$ cat src/rtl/gtmr_pkg.sv
package gtmr_pkg;
  typedef enum logic [1:0] {
    SRC_INS = 2'd0,
    SRC_SYS = 2'd1,
    SRC_EXT = 2'd2,
    SRC_AUX = 2'd3
  } clk_src_e;
  localparam int SRC_SEL_W = 2;
endpackage

$ cat src/rtl/gtmr_tick_gen.sv
module gtmr_tick_gen
  import gtmr_pkg::*;
#(
  parameter int PS_W        = 2,
  parameter int SYNC_STAGES = 2
) (
  input  logic                 clk,
  input  logic                 rst,
  input  logic [SRC_SEL_W-1:0] clk_sel,
  input  logic                 ins_tick,
  input  logic                 aux_tick,
  input  logic                 ext_clk,
  input  logic                 ext_sync,
  input  logic [PS_W-1:0]      prescale,
  input  logic                 timer_on,
  input  logic                 pre_clr,
  output logic                 inc_tick
);
  localparam int PRE_W = (1 << PS_W) - 1;

  logic [SYNC_STAGES-1:0] sync_q;
  logic                   ext_sample;
  logic                   ext_prev;
  logic                   ext_rise;
  logic                   src_tick;
  logic                   run_tick;
  logic [PRE_W-1:0]       pre_cnt;
  logic [PRE_W-1:0]       pre_mask;

  // external clock capture chain
  always_ff @(posedge clk) begin
    if (rst) begin
      sync_q   <= '0;
      ext_prev <= 1'b0;
    end else begin
      sync_q   <= {sync_q[SYNC_STAGES-2:0], ext_clk};
      ext_prev <= ext_sample;
    end
  end

  assign ext_sample = ext_sync ? sync_q[SYNC_STAGES-1] : sync_q[0];
  assign ext_rise   = ext_sample & ~ext_prev;

  always_comb begin
    unique case (clk_src_e'(clk_sel))
      SRC_INS: src_tick = ins_tick;
      SRC_SYS: src_tick = 1'b1;
      SRC_EXT: src_tick = ext_rise;
      SRC_AUX: src_tick = aux_tick;
      default: src_tick = 1'b0;
    endcase
  end

  assign run_tick = src_tick & timer_on;

  always_comb begin
    for (int i = 0; i < PRE_W; i++) begin
      pre_mask[i] = (i < int'(prescale));
    end
  end

  always_ff @(posedge clk) begin
    if (rst || pre_clr || !timer_on) begin
      pre_cnt <= '0;
    end else if (run_tick) begin
      pre_cnt <= pre_cnt + 1'b1;
    end
  end

  assign inc_tick = run_tick && ((pre_cnt & pre_mask) == pre_mask);
endmodule

$ cat src/rtl/gtmr_gate.sv
module gtmr_gate #(
  parameter int SEL_W = 2
) (
  input  logic                  clk,
  input  logic                  rst,
  input  logic [(1<<SEL_W)-1:0] gate_src,
  input  logic [SEL_W-1:0]      gate_sel,
  input  logic                  gate_inv,
  input  logic                  toggle_en,
  input  logic                  single_en,
  input  logic                  go_set,
  input  logic                  gate_en,
  input  logic                  gflag_clr,
  output logic                  gate_level,
  output logic                  acq_busy,
  output logic                  gate_flag
);
  logic pol_q;
  logic pol_prev;
  logic tog_q;
  logic lvl;
  logic win;
  logic gate_fall;

  always_ff @(posedge clk) begin
    if (rst) begin
      pol_q    <= 1'b0;
      pol_prev <= 1'b0;
    end else begin
      pol_q    <= gate_src[gate_sel] ^ gate_inv;
      pol_prev <= pol_q;
    end
  end

  always_ff @(posedge clk) begin
    if (rst || !toggle_en) begin
      tog_q <= 1'b0;
    end else if (pol_q && !pol_prev) begin
      tog_q <= ~tog_q;
    end
  end

  assign lvl       = toggle_en ? tog_q : pol_q;
  assign win       = single_en ? (acq_busy & lvl) : lvl;
  assign gate_fall = gate_level & ~win;

  always_ff @(posedge clk) begin
    if (rst) begin
      gate_level <= 1'b0;
      acq_busy   <= 1'b0;
      gate_flag  <= 1'b0;
    end else begin
      gate_level <= win;
      if (!single_en) begin
        acq_busy <= 1'b0;
      end else if (go_set) begin
        acq_busy <= 1'b1;
      end else if (gate_fall) begin
        acq_busy <= 1'b0;
      end
      if (gate_en && gate_fall) begin
        gate_flag <= 1'b1;
      end else if (gflag_clr) begin
        gate_flag <= 1'b0;
      end
    end
  end
endmodule

$ cat src/rtl/gtmr_counter.sv
module gtmr_counter #(
  parameter int CNT_W = 16
) (
  input  logic               clk,
  input  logic               rst,
  input  logic               inc,
  input  logic               wr_hi,
  input  logic               wr_lo,
  input  logic [CNT_W/2-1:0] wdata,
  input  logic               ovf_clr,
  output logic [CNT_W-1:0]   count,
  output logic               ovf_flag
);
  localparam int HALF = CNT_W / 2;
  localparam logic [CNT_W-1:0] CNT_MAX = '1;

  logic any_wr;
  assign any_wr = wr_hi | wr_lo;

  always_ff @(posedge clk) begin
    if (rst) begin
      count    <= '0;
      ovf_flag <= 1'b0;
    end else begin
      if (any_wr) begin
        if (wr_hi) count[CNT_W-1:HALF] <= wdata;
        if (wr_lo) count[HALF-1:0]     <= wdata;
      end else if (inc) begin
        count <= count + 1'b1;
      end
      if (inc && !any_wr && count == CNT_MAX) begin
        ovf_flag <= 1'b1;
      end else if (ovf_clr) begin
        ovf_flag <= 1'b0;
      end
    end
  end
endmodule

$ cat src/rtl/gated_timer.sv
module gated_timer
  import gtmr_pkg::*;
#(
  parameter int CNT_W       = 16,
  parameter int PS_W        = 2,
  parameter int GSEL_W      = 2,
  parameter int SYNC_STAGES = 2
) (
  input  logic                   clk,
  input  logic                   rst,
  input  logic [SRC_SEL_W-1:0]   clk_sel,
  input  logic                   ins_tick,
  input  logic                   aux_tick,
  input  logic                   ext_clk,
  input  logic                   ext_sync,
  input  logic [PS_W-1:0]        prescale,
  input  logic                   timer_on,
  input  logic                   gate_en,
  input  logic [GSEL_W-1:0]      gate_sel,
  input  logic [(1<<GSEL_W)-1:0] gate_src,
  input  logic                   gate_inv,
  input  logic                   toggle_en,
  input  logic                   single_en,
  input  logic                   go_set,
  input  logic                   wr_hi,
  input  logic                   wr_lo,
  input  logic [CNT_W/2-1:0]     wdata,
  input  logic                   ovf_clr,
  input  logic                   gflag_clr,
  output logic [CNT_W-1:0]       count,
  output logic                   ovf_flag,
  output logic                   gate_flag,
  output logic                   gate_level,
  output logic                   acq_busy
);
  logic step_tick;
  logic cnt_inc;

  gtmr_tick_gen #(
    .PS_W       (PS_W),
    .SYNC_STAGES(SYNC_STAGES)
  ) u_tick (
    .clk     (clk),
    .rst     (rst),
    .clk_sel (clk_sel),
    .ins_tick(ins_tick),
    .aux_tick(aux_tick),
    .ext_clk (ext_clk),
    .ext_sync(ext_sync),
    .prescale(prescale),
    .timer_on(timer_on),
    .pre_clr (wr_hi | wr_lo),
    .inc_tick(step_tick)
  );

  gtmr_gate #(
    .SEL_W(GSEL_W)
  ) u_gate (
    .clk       (clk),
    .rst       (rst),
    .gate_src  (gate_src),
    .gate_sel  (gate_sel),
    .gate_inv  (gate_inv),
    .toggle_en (toggle_en),
    .single_en (single_en),
    .go_set    (go_set),
    .gate_en   (gate_en),
    .gflag_clr (gflag_clr),
    .gate_level(gate_level),
    .acq_busy  (acq_busy),
    .gate_flag (gate_flag)
  );

  assign cnt_inc = step_tick & (~gate_en | gate_level);

  gtmr_counter #(
    .CNT_W(CNT_W)
  ) u_cnt (
    .clk     (clk),
    .rst     (rst),
    .inc     (cnt_inc),
    .wr_hi   (wr_hi),
    .wr_lo   (wr_lo),
    .wdata   (wdata),
    .ovf_clr (ovf_clr),
    .count   (count),
    .ovf_flag(ovf_flag)
  );
endmodule

$ cat config.mk
export PLATFORM = sky130hd
export DESIGN_NAME = gated_timer
export DESIGN_NICKNAME = d
export VERILOG_FILES = /design/src/rtl/gtmr_pkg.sv /design/src/rtl/gtmr_tick_gen.sv /design/src/rtl/gtmr_gate.sv /design/src/rtl/gtmr_counter.sv /design/src/rtl/gated_timer.sv
export SDC_FILE = /design/constraint.sdc
export NUM_CORES = 1
export LEC_CHECK = 0
export CAP_MARGIN = 20
export CELL_PAD_IN_SITES_DETAIL_PLACEMENT = 2
export CELL_PAD_IN_SITES_GLOBAL_PLACEMENT = 2
export CORE_MARGIN = 5
export CORE_UTILIZATION = 28
export DETAILED_ROUTE_END_ITERATION = 10
export PLACE_DENSITY_LB_ADDON = 0.12
export SLEW_MARGIN = 10
export SYNTH_ARGS = -nofsm -noshare
export SYNTH_HDL_FRONTEND = slang
export SYNTH_SLANG_ARGS = --single-unit
$ cat constraint.sdc
create_clock -name clk -period 5.85 [get_ports clk]
set_clock_uncertainty 0.15 [all_clocks]
set_input_delay 0.8775 -clock clk [delete_from_list [all_inputs] [get_ports clk]]
set_output_delay 0.8775 -clock clk [all_outputs]
set_load 0.01 [all_outputs]
==> results of run 1 <==
path summary, 6_finish.rpt:
kind / to / start / slack (ns) / depth (start not counted)
worst max-delay path: u_cnt.count[14]$_SDFFE_PP0P_ / wr_lo / 2.62 / 6
worst max register to register: u_cnt.count[15]$_SDFFE_PP0P_ / u_cnt.count[2]$_SDFFE_PP0P_ / 3.60 / 5
worst min register to register: u_tick.sync_q[1]$_SDFF_PP0_ / u_tick.sync_q[0]$_SDFF_PP0_ / 0.32 / 1
worst min-delay path: u_tick.sync_q[1]$_SDFF_PP0_ / u_tick.sync_q[0]$_SDFF_PP0_ / 0.32 / 1
critical path, cell delays in order:
cell	delay, ns
clkdlybuf4s50_1	0.79
or3b_4	0.60
a221oi_4	0.27
and3_4	0.33
o21ai_0	0.12
a41o_1	0.26
metal layers:
layer / track usage [%] / vias to the layer above / part of all wire, %
met5: 0 / - / 0
met4: 3.57 / 0 / 0.41
met3: 2.98 / 2 / 5.3
met2: 27.0 / 43 / 51
met1: 18.8 / 838 / 43
li1: - / 846 / -
per-stage QoR:
stage	std cells	worst slack (ns)	cell area, µm²	hold WS (ns)	power (mW)
6_report	326	2.62	2400	0.321	0.537
5_1_grt	326	2.41	2400	0.338	0.566
4_1_cts	326	2.65	2400	0.321	0.545
3_5_place_dp	318	2.36	2280	0.310	0.325
3_3_place_gp	318	2.38	2280	0.297	0.323
2_1_floorplan	201	3.32	1710	0.287	0.271
where the power goes:
group	switching [mW]	internal (mW)	total, mW
registers	0.0137	0.208	0.222
logic	0.0431	0.0540	0.0971
clock network	0.0799	0.139	0.219
synthesized netlist by cell type (2+ instances only):
cell type / n
xnor2_1: 4
a31oi_2: 2
inv_1: 12
a211o_1: 3
a22oi_1: 4
nand2_1: 13
a221oi_1: 5
nand4_1: 3
o21a_1: 8
nand3b_1: 5
buf_6: 2
nor2b_1: 4
nand2b_1: 3
o22ai_1: 2
a41oi_1: 2
xor2_1: 4
ha_1: 2
dfxtp_1: 29
clkbuf_1: 8
nand3_1: 7
nor2_1: 18
nor3_1: 12
mux2i_1: 2
o32ai_1: 5
o21ai_0: 3
nor4_1: 3
a21oi_1: 9
or2_2: 2
and3_1: 2
layout make-up:
type | instances | area [µm²] | area share, %
Multi-Input combinational cell | 148 | 1020 | 42.7
Inverter | 12 | 45.0 | 1.88
Clock buffer | 7 | 86.3 | 3.60
Sequential cell | 29 | 581 | 24.2
Timing Repair Buffer | 54 | 538 | 22.5
Tap cell | 75 | 93.8 | 3.92
Clock inverter | 1 | 30.0 | 1.25
kinds of logic after synthesis:
kind of cell    Yosys count  share of synthesized area (%)
compound gates           55                           26.5
simple gates             80                           25.1
fa+ha+maj                 2                           1.46
buf+inv                  24                           6.43
flops                    29                           33.9
mux                       3                           2.48
xor+xnor                  8                           4.09
==> results.json, run 1 <==
{
  "n_antenna_cell": 0,
  "die_x_um": 88.2,
  "grt_pass1_wl_um": 9210,
  "dpl.hpwl_um": 4150,
  "ys_async_sr_fraction_pct": 0,
  "post_cts_buffers": 0,
  "synthFlopType": "dfxtp_1",
  "slew_violations": 0,
  "ys_top_cells_by_area": "dfxtp_1, nor2_1, nor3_1",
  "fin_crit_sh_pct": 55.3,
  "setup_viol": 0,
  "irDropWorstVdd_mv": 0.113,
  "slew_headroom_pct": 29.5,
  "grt_usage_pct": 15.2,
  "fill_cells": 689,
  "core_area_mm2": 0.00592,
  "rsz0062_at_grt": "no",
  "cp.arrival_ns": 3.25,
  "drive_above_1_share_pct": 8.37,
  "area_growth_pct": 39.9,
  "viasPerCell": 5.30,
  "port-buffer-count": 53,
  "ys_ff_latch": 29,
  "cts_tree": "built",
  "postSynthAreaPerCell_um2": 8.52,
  "hp-class": "flip-flop to flip-flop",
  "cts_root_buf": "clkbuf_8",
  "endpoint_kind": "flip-flop",
  "syn-num-nets": 237,
  "num_vias": 1729,
  "post_cts_resized": 0,
  "cts.sinks": 29,
  "gp_congestion": 0.742,
  "status": "finished clean",
  "startpoint_type": "input port",
  "clk_latency_ns": 0.27,
  "dr.pass1.iters": 4,
  "yosysSeqAreaShare_pct": 33.9,
  "powerDensity_mw_per_mm2": 224,
  "worst_slew_pin_slew_ns": 1.05,
  "setup.worst_path.class": "input port to flip-flop",
  "top_register": "u_cnt.count",
  "io_pins": 54,
  "grt_antenna_before_repair": 0,
  "grt_max_degree": 37,
  "reg_top3": "u_cnt.count: 16 flops, u_tick.pre_cnt: 3 flops, u_tick.sync_q: 2 flops",
  "start_util_pct": 28.9,
  "hold_buffers": 0,
  "synth_top_area_share_pct": 33.9,
  "grt_pass1_vias": 1837,
  "cts_max_path_buffers": 2,
  "max_freq_mhz": 309,
  "largest_register_ffs": 16,
  "ys.warnings.count": 0,
  "grt-ovfl-total": 0,
  "drv_cap": 0,
  "synth_edf_count": 0,
  "cts-htree-levels": 2,
  "finalHoldViolCount": 0,
  "yosysTopAreaCell": "dfxtp_1",
  "crit_fanout": 19,
  "wl_per_cell_um": 17.3,
  "drt-initial-drc-count": 42,
  "die-area_mm2": 0.00778,
  "final_common_cell": "clkdlybuf4s50_1",
  "path_clk_slew_ns": 0.07,
  "synth_cell_types": 52,
  "min_period_ns": 3.23,
  "ant_nets": 0,
  "cts_inserted_buffers": 5,
  "netlist_area_mm2": 0.00171,
  "fin_util_pct": 40.5,
  "nNetsFinal": 286,
  "route.final.wire_length_um": 5630,
  "crit_required_ns": 5.87,
  "layout_common_cells": "clkdlybuf4s50_1, dfxtp_1, nor2_1",
  "rows": 28,
  "p_leak_nw": 0.843,
  "setup_tns_ns": 0,
  "die_y_um": 88.2,
  "synth_cells": 201,
  "route.detailed.drc": 0
}
Note: power is estimated with default switching activity, not from simulation.
==> run 2: changes to the inputs <==
Settings changed: CORE_UTILIZATION 28 to 26.
Clock period 5.85 ns to 3.3 ns, I/O delays scaled along.
==> results.json, run 2 (synthesis results as in run 1) <==
{
  "status": "finished clean",
  "die_y_um": 91.2,
  "die-area_mm2": 0.00831,
  "seqPwrFrac_pct": 38.4,
  "cp_top_family": "compound AO/OA/AOI/OAI gates",
  "post_cts_buffers": 0,
  "stdcell_area_mm2": 0.00245,
  "io_pins": 54,
  "viasPerCell": 5.34,
  "crit_required_ns": 3.37,
  "area_growth_pct": 42.8,
  "setup_viol": 0,
  "top_register": "u_cnt.count",
  "ant_nets": 0,
  "cts-htree-levels": 2,
  "place_ws_ns": 0.537,
  "startpoint_type": "input port",
  "hp-start": "u_tick.sync_q[0]$_SDFF_PP0_",
  "grt_pass1_vias": 1926,
  "slowest_stage": "clkdlybuf4s50_1",
  "worst_slack_ns": 0.856,
  "layout_common_cells": "clkdlybuf4s50_1, dfxtp_1, nor2_1",
  "worst_slew_pin_slew_ns": 0.601,
  "p_leak_nw": 0.872,
  "switching_share_pct": 25.1,
  "start_util_pct": 26.8,
  "wl_per_cell_um": 18.2,
  "slew_violations": 0,
  "rows": 29,
  "holdPathEnd": "u_tick.sync_q[1]$_SDFF_PP0_",
  "gp_congestion": 0.699,
  "setup_tns_ns": 0,
  "hold_buffers": 0,
  "fin_crit_sh_pct": 74.1,
  "rsz0062_at_grt": "no",
  "seq_area_um2": 581,
  "dpl.hpwl_um": 4540,
  "finalHoldViolCount": 0,
  "largest_register_ffs": 16,
  "cts.sinks": 29,
  "nNetsFinal": 290,
  "post_cts_resized": 0,
  "drv_cap": 0,
  "powerDensity_mw_per_mm2": 419,
  "slew_headroom_pct": 59.8,
  "final_cells": 332,
  "fill_cells": 735,
  "multi_input_area_mm2": 0.00102,
  "cp_num_buf_inv": 1,
  "core_area_mm2": 0.00639,
  "cts_root_buf": "clkbuf_8",
  "grt_max_degree": 20,
  "path_clk_slew_ns": 0.07,
  "r2r_cells": 5,
  "cpPeakStageDelay_ns": 0.49,
  "irDropWorstVdd_mv": 0.183,
  "n_antenna_cell": 0,
  "grt_antenna_before_repair": 0,
  "setup.worst_path.class": "input port to flip-flop",
  "grt-ovfl-total": 0,
  "r2r-start": "u_cnt.count[2]$_SDFFE_PP0P_",
  "port-buffer-count": 53,
  "cts_max_path_buffers": 2,
  "max_freq_mhz": 409,
  "p_comb_share_pct": 17.3,
  "cts_tree": "built",
  "dp.cells": 324,
  "drt-initial-drc-count": 61,
  "r2r_end": "u_cnt.count[15]$_SDFFE_PP0P_",
  "crit_fanout": 10,
  "hp-class": "flip-flop to flip-flop",
  "route.detailed.drc": 0,
  "final_common_cell": "clkdlybuf4s50_1",
  "place_area_mm2": 0.00231,
  "die_x_um": 91.2,
  "reg_top3": "u_cnt.count: 16 flops, u_tick.pre_cnt: 3 flops, u_tick.sync_q: 2 flops",
  "num_vias": 1772,
  "route.final.wire_length_um": 6060,
  "grt_usage_pct": 15.3,
  "grt_pass1_wl_um": 10300,
  "finalPower_mw": 1.03,
  "cts_inserted_buffers": 5,
  "internal_power_mw": 0.768,
  "pwr-share-clk_pct": 44.3,
  "cp.arrival_ns": 2.52,
  "clk_latency_ns": 0.29,
  "p_switching_mw": 0.258,
  "hold_depth": 1,
  "r2r_slack_ns": 1.15,
  "drive_above_1_share_pct": 10.2,
  "min_period_ns": 2.44,
  "dr.pass1.iters": 4,
  "path_cells": "clkdlybuf4s50_1, or3b_1, o221ai_2, a31oi_2, a211o_1, a21oi_1",
  "endpoint_kind": "flip-flop"
}
run 2: metal layers:
metal	wire, µm	GRT usage, %	part of all wire (%)	vias to the layer above
met5	0	0	0	-
met4	67	4.03	1.1	0
li1	-	-	-	859
met3	272	3.72	4.5	6
met2	3070	26.5	51	41
met1	2650	19.0	44	866
run 2: metrics by stage:
stage          util [%]  hold slack (ns)
2_1_floorplan         -            0.287
3_3_place_gp       36.2            0.303
3_5_place_dp       36.2            0.318
4_1_cts            38.3            0.325
5_1_grt            38.3            0.331
6_report           38.3            0.322
run 2: worst max path at each step:
stage                           from                      endpoint  depth (start not counted)
after floorplan                wr_hi   u_cnt.count[7]$_SDFFE_PP0P_                          7
after global placement    clk_sel[1]  u_cnt.count[10]$_SDFFE_PP0P_                          6
after detailed placement  clk_sel[1]  u_cnt.count[10]$_SDFFE_PP0P_                          6
after CTS                 clk_sel[1]  u_cnt.count[10]$_SDFFE_PP0P_                          6
after global routing      clk_sel[1]  u_cnt.count[10]$_SDFFE_PP0P_                          6
final                     clk_sel[1]  u_cnt.count[10]$_SDFFE_PP0P_                          6
run 2: area by class of cell:
class                           count  area share, %
Multi-Input combinational cell    148           41.8
Clock inverter                      3           2.66
Clock buffer                        5           2.81
Timing Repair Buffer               58           23.2
Sequential cell                    29           23.7
Inverter                           12           1.84
Tap cell                           77           3.94
run 2: power groups by stage:
stage               clock (mW)  sequential, mW  combinational, mW
finish                   0.454           0.394              0.177
CTS                      0.461           0.394              0.180
global route             0.490           0.398              0.194
detailed placement           0           0.402              0.179
global placement             0           0.401              0.178
floorplan                    0           0.400             0.0803
==> run 3: changes to the inputs <==
Clock period 3.3 ns to 2.3 ns, I/O delays scaled along.
==> results.json, run 3 (synthesis results as in run 1) <==
{
  "cts_root_buf": "clkbuf_8",
  "seq_area_um2": 581,
  "cts_tree": "built",
  "multi_input_area_mm2": 0.00102,
  "finalPower_mw": 1.27,
  "cp.arrival_ns": 2.18,
  "drv_cap": 0,
  "rows": 29,
  "endpoint_kind": "flip-flop",
  "top_register": "u_cnt.count",
  "startpoint_type": "input port",
  "slew_headroom_pct": 66.2,
  "min_period_ns": 2.12,
  "max_freq_mhz": 471,
  "clk_latency_ns": 0.27,
  "irDropWorstVdd_mv": 0.217,
  "area_growth_pct": 48.8,
  "status": "finished clean",
  "pwr-share-clk_pct": 33.7,
  "finalHoldViolCount": 0,
  "rsz0062_at_grt": "no",
  "num_vias": 1810,
  "die_x_um": 91.2,
  "place_area_mm2": 0.00246,
  "grt_antenna_before_repair": 0,
  "p_comb_share_pct": 22.4,
  "core_area_mm2": 0.00639,
  "path_clk_slew_ns": 0.06,
  "stdcell_area_mm2": 0.00255,
  "hp-class": "flip-flop to flip-flop",
  "p_leak_nw": 0.946,
  "switching_share_pct": 27.1,
  "grt_usage_pct": 15.3,
  "hold_buffers": 0,
  "grt-ovfl-total": 0,
  "die_y_um": 91.2,
  "cts-htree-levels": 2,
  "layout_common_cells": "clkdlybuf4s50_1, dfxtp_1, buf_4",
  "start_util_pct": 26.8,
  "drive_above_1_share_pct": 16.1,
  "post_cts_buffers": 0,
  "crit_fanout": 9,
  "setup_viol": 0,
  "reg_top3": "u_cnt.count: 16 flops, u_tick.pre_cnt: 3 flops, u_tick.sync_q: 2 flops",
  "slew_violations": 0,
  "viasPerCell": 5.16,
  "dpl.hpwl_um": 4920,
  "final_common_cell": "clkdlybuf4s50_1",
  "internal_power_mw": 0.927,
  "wl_per_cell_um": 17.7,
  "largest_register_ffs": 16,
  "crit_required_ns": 2.35,
  "cts_max_path_buffers": 2,
  "cts_inserted_buffers": 5,
  "ant_nets": 0,
  "route.detailed.drc": 0,
  "n_antenna_cell": 0,
  "route.final.wire_length_um": 6210,
  "fill_cells": 745,
  "setup.worst_path.class": "input port to flip-flop",
  "drt-initial-drc-count": 44,
  "dr.pass1.iters": 4,
  "gp_congestion": 0.744,
  "seqPwrFrac_pct": 43.9,
  "post_cts_resized": 0,
  "worst_slew_pin_slew_ns": 0.505,
  "grt_pass1_wl_um": 10400,
  "powerDensity_mw_per_mm2": 499,
  "fin_crit_sh_pct": 92.4,
  "die-area_mm2": 0.00831,
  "io_pins": 54,
  "p_switching_mw": 0.345,
  "grt_max_degree": 19,
  "setup_tns_ns": 0,
  "cts.sinks": 29,
  "port-buffer-count": 53,
  "grt_pass1_vias": 2003,
  "nNetsFinal": 310
}
==> run 3: cell types whose count changed in the layout (fill, tap and decap cells not counted), sizes merged <==
cell and change:
clkinv -1, buf +20, clkbuf +2, bufinv -2
==> run 3: final timing paths <==
check,end,start,depth (start not counted),slack [ns]
max,u_cnt.count[6]$_SDFFE_PP0P_,clk_sel[1],6,0.18
min,u_cnt.ovf_flag$_SDFFE_PP0P_,u_cnt.ovf_flag$_SDFFE_PP0P_,2,0.32
min reg2reg,u_cnt.ovf_flag$_SDFFE_PP0P_,u_cnt.ovf_flag$_SDFFE_PP0P_,2,0.32
max reg2reg,u_cnt.count[10]$_SDFFE_PP0P_,u_cnt.count[1]$_SDFFE_PP0P_,6,0.29
==> run 3: power groups by stage <==
stage | combinational [mW] | clock (mW) | sequential, mW
floorplan | 0.115 | 0 | 0.575
global placement | 0.283 | 0 | 0.570
detailed placement | 0.288 | 0 | 0.570
CTS | 0.290 | 0.450 | 0.559
global route | 0.308 | 0.471 | 0.564
finish | 0.284 | 0.429 | 0.559
==> run 3: layer usage <==
metal  up-vias  routed length, µm  part of all wire, %  GRT usage [%]
li1        896                  -                    -              -
met1       876               2750                   44           18.7
met2        33               3180                   51           27.8
met3         5                232                  3.7           2.98
met4         0                 38                 0.61           2.93
met5         -                  0                    0              0
==> run 3: cell type report <==
type	count	share of cell area, %
multi-input combinational	148	40.1
timing repair buffer	78	28.2
sequential	29	22.8
tap	77	3.78
clock buffer	7	3.39
inverter	12	1.77
==> run 3: worst max-delay path: stages <==
cell	delay (ns)
clkdlybuf4s50_1	0.48
or3b_1	0.37
o221ai_2	0.28
a31oi_2	0.27
a211o_1	0.29
a21oi_1	0.15
==> run 3: per-stage QoR <==
step           utilization (%)  setup WS, ns  hold slack [ns]  std cells
5_1_grt                   39.9        0.0184            0.359        351
2_1_floorplan                -         0.302            0.287        201
4_1_cts                   39.9         0.137            0.330        351
6_report                  39.9         0.175            0.322        351
3_5_place_dp              38.6        -0.156            0.314        344
3_3_place_gp              38.6       -0.0764            0.301        344
